File: src/rtl/dcal_pkg.sv
package dcal_pkg;
  localparam int unsigned DCAL_IDX_W    = 6;
  localparam int unsigned DCAL_CTL_W    = 9;
  localparam int unsigned DCAL_DIR_BIT  = 8;
  localparam int unsigned DCAL_FLAG_BIT = 7;

  localparam logic [DCAL_IDX_W-1:0] IDX_UNLOCK = 6'h00;
  localparam logic [DCAL_IDX_W-1:0] IDX_RAW    = 6'h26;
  localparam logic [DCAL_IDX_W-1:0] IDX_MANUAL = 6'h22;
  localparam logic [31:0]           UNLOCK_KEY = 32'hA500_0000;

  typedef enum logic [2:0] {
    SQ_IDLE, SQ_UNLOCK, SQ_RAW, SQ_MANUAL, SQ_ZERO, SQ_OFFSET, SQ_FINISH
  } sq_state_t;

  typedef enum logic [1:0] {
    PD_IDLE, PD_ARM, PD_FIRE, PD_SETTLE
  } pd_state_t;
endpackage

File: src/rtl/dcal_lut.sv
module dcal_lut #(
  parameter int CODE_W  = 5,
  parameter int ENTRY_W = 5,
  parameter int MUL     = 3,
  parameter int SHR     = 2,
  parameter int BIAS    = 2
) (
  input  logic [CODE_W-1:0]  code,
  output logic [ENTRY_W-1:0] entry
);
  localparam int DEPTH     = 1 << CODE_W;
  localparam int ENTRY_MAX = (1 << ENTRY_W) - 1;

  function automatic logic [ENTRY_W-1:0] calc(input int idx);
    int v;
    v = ((idx * MUL) >> SHR) + BIAS;
    if (v > ENTRY_MAX) v = ENTRY_MAX;
    return ENTRY_W'(v);
  endfunction

  logic [ENTRY_W-1:0] rom [DEPTH];

  for (genvar g = 0; g < DEPTH; g++) begin : g_rom
    assign rom[g] = calc(g);
  end

  assign entry = rom[code];
endmodule

File: src/rtl/dcal_port_drv.sv
module dcal_port_drv
  import dcal_pkg::*;
#(
  parameter int DATA_W = 32
) (
  input  logic                  clk,
  input  logic                  rst_n,
  input  logic                  op_go,
  input  logic                  op_read,
  input  logic [DCAL_IDX_W-1:0] op_idx,
  input  logic [DATA_W-1:0]     op_wdata,
  output logic                  op_done,
  output logic [DATA_W-1:0]     op_rdata,
  output logic [DCAL_CTL_W-1:0] port_ctl,
  output logic [DATA_W-1:0]     port_wdata,
  output logic                  port_strobe,
  input  logic [DATA_W-1:0]     port_rdata
);
  pd_state_t             st;
  logic [DCAL_CTL_W-1:0] ctl_n;

  always_comb begin
    ctl_n = '0;
    ctl_n[DCAL_IDX_W-1:0] = op_idx;
    ctl_n[DCAL_DIR_BIT]   = op_read;
  end

  always_ff @(posedge clk) begin
    if (!rst_n) begin
      st          <= PD_IDLE;
      port_ctl    <= '0;
      port_wdata  <= '0;
      port_strobe <= 1'b0;
      op_done     <= 1'b0;
      op_rdata    <= '0;
    end else begin
      op_done <= 1'b0;
      unique case (st)
        PD_IDLE: if (op_go) begin
          port_ctl <= ctl_n;
          if (!op_read) port_wdata <= op_wdata;
          st <= PD_ARM;
        end
        PD_ARM: begin
          port_strobe <= 1'b1;
          st          <= PD_FIRE;
        end
        PD_FIRE: begin
          port_strobe <= 1'b0;
          st          <= PD_SETTLE;
        end
        PD_SETTLE: begin
          op_rdata <= port_rdata;
          op_done  <= 1'b1;
          st       <= PD_IDLE;
        end
        default: st <= PD_IDLE;
      endcase
    end
  end

  AST_STROBE_SINGLE: assert property (@(posedge clk) disable iff (!rst_n)
    port_strobe |=> !port_strobe);
  AST_GO_ONLY_IDLE: assert property (@(posedge clk) disable iff (!rst_n)
    op_go |-> (st == PD_IDLE));
  AST_CTL_HELD: assert property (@(posedge clk) disable iff (!rst_n)
    port_strobe |-> ($stable(port_ctl) && $stable(port_wdata)));
endmodule

File: src/rtl/dcal_seq.sv
module dcal_seq
  import dcal_pkg::*;
#(
  parameter int DATA_W   = 32,
  parameter int OFFS_W   = 2,
  parameter int CODE_W   = 5,
  parameter int LUT_MUL  = 3,
  parameter int LUT_SHR  = 2,
  parameter int LUT_BIAS = 2
) (
  input  logic                  clk,
  input  logic                  rst_n,
  input  logic                  req_valid,
  input  logic                  req_enable,
  output logic                  req_ready,
  input  logic                  adjust_en,
  input  logic                  table_present,
  input  logic                  pend_set,
  input  logic [OFFS_W-1:0]     offset_cfg,
  output logic                  busy,
  output logic                  done,
  output logic                  pending,
  output logic [OFFS_W-1:0]     offset_q,
  output logic [DCAL_CTL_W-1:0] port_ctl,
  output logic [DATA_W-1:0]     port_wdata,
  output logic                  port_strobe,
  input  logic [DATA_W-1:0]     port_rdata
);
  sq_state_t             st;
  logic                  mode_en_q;
  logic                  issued;
  logic [CODE_W-1:0]     code_q;
  logic [CODE_W-1:0]     entry;
  logic                  is_access;
  logic                  op_go, op_read, op_done;
  logic [DCAL_IDX_W-1:0] op_idx;
  logic [DATA_W-1:0]     op_wdata, op_rdata, manual_word;
  logic                  allowed;
  logic                  unused_rdata_hi;

  assign unused_rdata_hi = ^op_rdata[DATA_W-1:CODE_W];

  dcal_lut #(.CODE_W(CODE_W), .ENTRY_W(CODE_W), .MUL(LUT_MUL),
             .SHR(LUT_SHR), .BIAS(LUT_BIAS)) u_lut (
    .code (code_q),
    .entry(entry)
  );

  always_comb begin
    manual_word = '0;
    manual_word[CODE_W-1:0]    = entry;
    manual_word[DCAL_FLAG_BIT] = 1'b1;
  end

  always_comb begin
    op_read  = 1'b0;
    op_idx   = IDX_UNLOCK;
    op_wdata = DATA_W'(UNLOCK_KEY);
    unique case (st)
      SQ_RAW:    begin op_read = 1'b1; op_idx = IDX_RAW; op_wdata = '0; end
      SQ_MANUAL: begin op_idx = IDX_MANUAL; op_wdata = manual_word; end
      SQ_ZERO:   begin op_idx = IDX_MANUAL; op_wdata = '0; end
      default:   ;
    endcase
  end

  assign is_access = (st == SQ_UNLOCK) || (st == SQ_RAW) ||
                     (st == SQ_MANUAL) || (st == SQ_ZERO);
  assign op_go     = is_access && !issued;
  assign allowed   = adjust_en && table_present && pending;
  assign busy      = (st != SQ_IDLE);
  assign req_ready = (st == SQ_IDLE);
  assign done      = (st == SQ_FINISH);

  dcal_port_drv #(.DATA_W(DATA_W)) u_drv (
    .clk        (clk),
    .rst_n      (rst_n),
    .op_go      (op_go),
    .op_read    (op_read),
    .op_idx     (op_idx),
    .op_wdata   (op_wdata),
    .op_done    (op_done),
    .op_rdata   (op_rdata),
    .port_ctl   (port_ctl),
    .port_wdata (port_wdata),
    .port_strobe(port_strobe),
    .port_rdata (port_rdata)
  );

  always_ff @(posedge clk) begin
    if (!rst_n)         issued <= 1'b0;
    else if (op_go)     issued <= 1'b1;
    else if (op_done)   issued <= 1'b0;
  end

  always_ff @(posedge clk) begin
    if (!rst_n) begin
      st        <= SQ_IDLE;
      mode_en_q <= 1'b0;
      code_q    <= '0;
      offset_q  <= '0;
    end else begin
      unique case (st)
        SQ_IDLE: if (req_valid) begin
          mode_en_q <= req_enable;
          st        <= (req_enable && !allowed) ? SQ_FINISH : SQ_UNLOCK;
        end
        SQ_UNLOCK: if (issued && op_done) st <= mode_en_q ? SQ_RAW : SQ_ZERO;
        SQ_RAW: if (issued && op_done) begin
          code_q <= op_rdata[CODE_W-1:0];
          st     <= SQ_MANUAL;
        end
        SQ_MANUAL: if (issued && op_done) st <= SQ_OFFSET;
        SQ_ZERO:   if (issued && op_done) st <= SQ_OFFSET;
        SQ_OFFSET: begin
          offset_q <= mode_en_q ? offset_cfg : '0;
          st       <= SQ_FINISH;
        end
        SQ_FINISH: st <= SQ_IDLE;
        default:   st <= SQ_IDLE;
      endcase
    end
  end

  always_ff @(posedge clk) begin
    if (!rst_n)                              pending <= 1'b0;
    else if (pend_set)                       pending <= 1'b1;
    else if (st == SQ_OFFSET && mode_en_q)   pending <= 1'b0;
  end

  AST_ACCEPT_GOES_BUSY: assert property (@(posedge clk) disable iff (!rst_n)
    (req_valid && req_ready) |=> busy);
  AST_STROBE_WHILE_BUSY: assert property (@(posedge clk) disable iff (!rst_n)
    port_strobe |-> busy);
  AST_OFFSET_ONE_STEP: assert property (@(posedge clk) disable iff (!rst_n)
    (st != SQ_OFFSET) |=> $stable(offset_q));
  AST_PEND_CLEAR_SOURCE: assert property (@(posedge clk) disable iff (!rst_n)
    $fell(pending) |-> $past(st == SQ_OFFSET && mode_en_q));
  AST_SKIP_NO_STROBE: assert property (@(posedge clk) disable iff (!rst_n)
    (st == SQ_IDLE && req_valid && req_enable && !allowed) |=> !port_strobe);
endmodule

File: config.mk
export PLATFORM = sky130hd
export DESIGN_NAME = dcal_seq
export DESIGN_NICKNAME = d
export VERILOG_FILES = /design/src/rtl/dcal_pkg.sv /design/src/rtl/dcal_lut.sv /design/src/rtl/dcal_port_drv.sv /design/src/rtl/dcal_seq.sv
export SDC_FILE = /design/constraint.sdc
export NUM_CORES = 1
export LEC_CHECK = 0
export ABC_AREA = 1
export BUFFER_PORTS_ARGS = -buffer_cell sky130_fd_sc_hd__buf_2
export CAP_MARGIN = 10
export CORE_MARGIN = 4
export CORE_UTILIZATION = 30
export CTS_CLUSTER_SIZE = 25
export DETAILED_ROUTE_END_ITERATION = 8
export MAX_ROUTING_LAYER = met4
export SLEW_MARGIN = 40
export SYNTH_ARGS = -nofsm -noshare
export SYNTH_HDL_FRONTEND = slang
export SYNTH_SLANG_ARGS = --single-unit
File: constraint.sdc
create_clock -name clk -period 1.5 [get_ports clk]
set_input_delay 0 -clock clk [delete_from_list [all_inputs] [get_ports clk]]
set_output_delay 0 -clock clk [all_outputs]
set_load 0.01 [all_outputs]
==> results.py <==
metrics = {
    "floorplan": {
        "chipWidth_um": 82.2,
        "rows": 26,
        "die_height_um": 82.2,
        "i_o_pin_cnt": 89,
        "start_util_pct": 31.6,
        "design.core.area_sq_mm": 0.00524,
        "dieArea_sq_mm": 0.00676,
    },
    "clock_network": {
        "worstSkewPairLatency_ps": 280,
        "clock_transition_time_at_the_flip_flop_clock_pins_of_the_worst_setup_and_hold_paths_ps": 60,
        "cts_buffer_depth": 2,
        "clock_tree_from_tritoncts": "yes",
        "clock_sinks": 32,
        "cts_buffers": 5,
        "cts_htree_levels": 2,
        "post_cts_resize_count": 0,
        "clock-root-buffer": "clkbuf_8",
        "postCtsSetupBuffers": 0,
    },
    "logic_synthesis": {
        "synth_edf_count": 0,
        "synthTopCellsByArea": "dfxtp_1 39%, buf_4 14%, nand2_1 8.6%, nor2_1 7.0%, o21ai_0 5.5%",
        "ys_types": 24,
        "synthesis.instances": 227,
        "synth_most_common_cell": "nand2_1",
        "post-synth-top-area-fraction_pct": 38.8,
        "share_of_synthesized_registers_carrying_an_async_set_or_reset_pct": 0,
        "synthDominantAreaCellType": "dfxtp_1",
        "synth-seq-area-share_pct": 38.8,
        "ys.warnings.count": 0,
        "flip_flop_and_latch_count_after_synthesis": 32,
        "postSynthAreaPerCell_sq_um": 7.28,
        "synthTopCellsByCount": "38 x nand2_1, 32 x dfxtp_1, 31 x buf_4, 31 x nor2_1, 19 x inv_1",
        "synthesis.area_sq_mm": 0.00165,
        "yosys_most_used_dff": "dfxtp_1",
    },
    "final_layout": {
        "final_layout_net_count": 314,
        "antenna_cells_inserted": 0,
        "syn2layout_area_growth_pct": 16.3,
        "seqCellArea_sq_um": 641,
        "drive_gt1_share_pct": 19.0,
        "filler_cell_count": 569,
        "multiInputGateArea_sq_um": 776,
    },
    "drt": {
        "drt-wirelength-per-cell_um": 9.08,
        "vias_per_cell": 3.97,
        "finalWirelength_mm": 3.08,
        "drt_first_pass_iters": 4,
        "drcViolationCount": 0,
        "num_vias": 1345,
        "final_antenna_net_count": 0,
        "detailedRoute.firstIterationViolations": 68,
    },
    "timing": {
        "post-route-min-period_ps": 1350,
        "achievable-frequency_ghz": 0.739,
        "final_slew_violations": 0,
        "grt_setup_unrepaired": "false",
        "finalSetupViolations": 0,
        "fin_tns_setup_ps": 0,
        "minimum_setup_slack_in_the_final_design_ps": 146,
        "worst_hold_margin_ps": 30.1,
        "hold_viol_final": 0,
        "skew_ps": 3.76,
        "timing.final.crit_share_pct": 90.2,
    },
    "grt": {
        "wire_length_of_the_first_global_routing_pass_mm": 5.02,
        "grtUsageMet3_pct": 3.69,
        "grt_util_all_layers_pct": 9.85,
        "grt_start_max_net_pins": 24,
        "grt_overflow_total": 0,
        "use_met1_pct": 11.9,
        "first_global_vias": 1148,
        "gr_met2_demand_resource_pct": 15.0,
        "antenna_found_initial": 0,
        "grt-busiest-layer": "met2",
    },
    "critical_path": {
        "critical_path_class": "reg -> reg",
        "critical_path.reg2reg.endpoint": "u_drv.port_wdata[4]",
        "required_ps": 1710,
        "timing.reg2reg.worst_path_depth": 6,
        "reg2reg_setup_slack_ps": 150,
        "cp-start-kind": "register",
        "critical_path_peak_fanout": 9,
        "r2r-start": "st[0]",
        "worst_setup_path_end_kind": "register",
        "critPathArrivalTime_ps": 1560,
    },
    "placement": {
        "place_congestion": 0.784,
        "port_buffers": 34,
        "place_hpwl_mm": 2.34,
        "pre_cts_slack_ps": 156,
    },
    "hold_path": {
        "holdPathEnd": "mode_en_q",
        "worst_hold_path_type": "in -> reg",
        "worst_hold_path.num_cells": 3,
        "min-delay-start": "req_enable",
    },
    "job": {
        "cap_viol_max_count": 0,
    },
    "power": {
        "intPower_uw": 1790,
        "vdd_drop_max_mv": 0.542,
        "static-leakage-power_uw": 0.000942,
        "power.combinational.fraction_pct": 40.9,
        "register_share_of_total_power_pct": 38.9,
        "cellPowerDensity_mw_per_mm2": 1560,
        "p_clk_share_pct": 20.2,
        "netSwitchingFraction_pct": 40.6,
        "p_sw_uw": 1220,
    },
    "run_status": {
        "result_of_the_run": "finished, final reports clean",
    },
}
-- kinds of logic after synthesis --
logic type                 after synthesis  share of synthesized area (%)
and+or+nand+nor                         93                           24.6
buffers and inverters                   56                           20.2
AOI/OAI and AO/OA                       38                           11.6
DFF                                     32                           38.8
adders and majority gates                4                           3.03
xor gates and xnor gates                 3                           1.59
other                                    1                          0.227
-- metrics by stage --
step	instances	power [uW]	instance area, sq um	util [%]
after floorplan	253	2210	1750	-
after global placement	324	2400	1760	33.7
after detailed placement	324	2410	1760	33.7
after CTS	339	3050	1920	36.7
after global routing	339	3280	1920	36.7
final	339	3010	1920	36.7
-- layout by cell type, fill, tap and decap left out, drive strengths merged --
cell          n
nand2        41
buf          35
nor2         34
dfxtp        32
conb         27
o21ai        22
inv          21
a21oi        15
nand3        13
dlygate4sd3   8
clkbuf        6
ha            4
xor2          3
nor3          2
clkinv        2
nand4         2
o22ai         1
or2           1
-- cell type report --
| class | instances | area share [%] |
|---|---|---|
| flip-flops and latches | 32 | 33.3 |
| clock inverters | 1 | 0.260 |
| multi-input cells | 165 | 40.4 |
| clock buffers | 6 | 3.78 |
| well taps | 70 | 4.56 |
| repair buffers | 43 | 13.4 |
| inverters | 22 | 4.30 |
-- registers in the layout (all words and copies together) (netlist names) --
name,cells
code_q,5
issued,1
mode_en_q,1
offset_q,2
pending,1
st,3
u_drv.op_done,1
u_drv.op_rdata,5
u_drv.port_ctl,3
u_drv.port_strobe,1
u_drv.port_wdata,7
u_drv.st,2
-- metal layers --
layer | up-vias | share of wire [%]
li1 | 743 | -
met1 | 561 | 48
met2 | 37 | 44
met3 | 4 | 7.8
met4 | 0 | 0.75
met5 | - | 0
-- critical path, stage by stage, from the launching register on --
cell,delay (ps)
dfxtp_1,520
o21ai_0,170
nand2_2,110
nand2_2,90
nor2_4,150
nand2_2,110
o21ai_1,130
-- worst max-delay path by stage --
stage / from / cells past startpoint / endpoint / slack (ps)
floorplan: st[0] / 8 / st[0] / 270
global placement: st[0] / 6 / u_drv.port_wdata[0] / 170
detailed placement: st[0] / 6 / u_drv.port_wdata[4] / 160
CTS: st[0] / 6 / u_drv.port_wdata[4] / 130
global route: st[1] / 7 / code_q[3] / 0.5
finish: st[0] / 6 / u_drv.port_wdata[4] / 150
-- power by group through the flow --
stage / Sequential, uW / Clock [uW] / Combinational (uW)
after floorplan: 1180 / 0 / 1030
after global placement: 1190 / 0 / 1210
after detailed placement: 1190 / 0 / 1220
after CTS: 1170 / 630 / 1240
after global routing: 1200 / 665 / 1410
final: 1170 / 607 / 1230
-- timing repair --
item / 4_1_cts / 5_1_grt
setup endpoints to repair: 0 / 0
hold endpoints to repair: 8 / 0
hold buffers: 8 / 0
(Power assumes the default switching activity.)
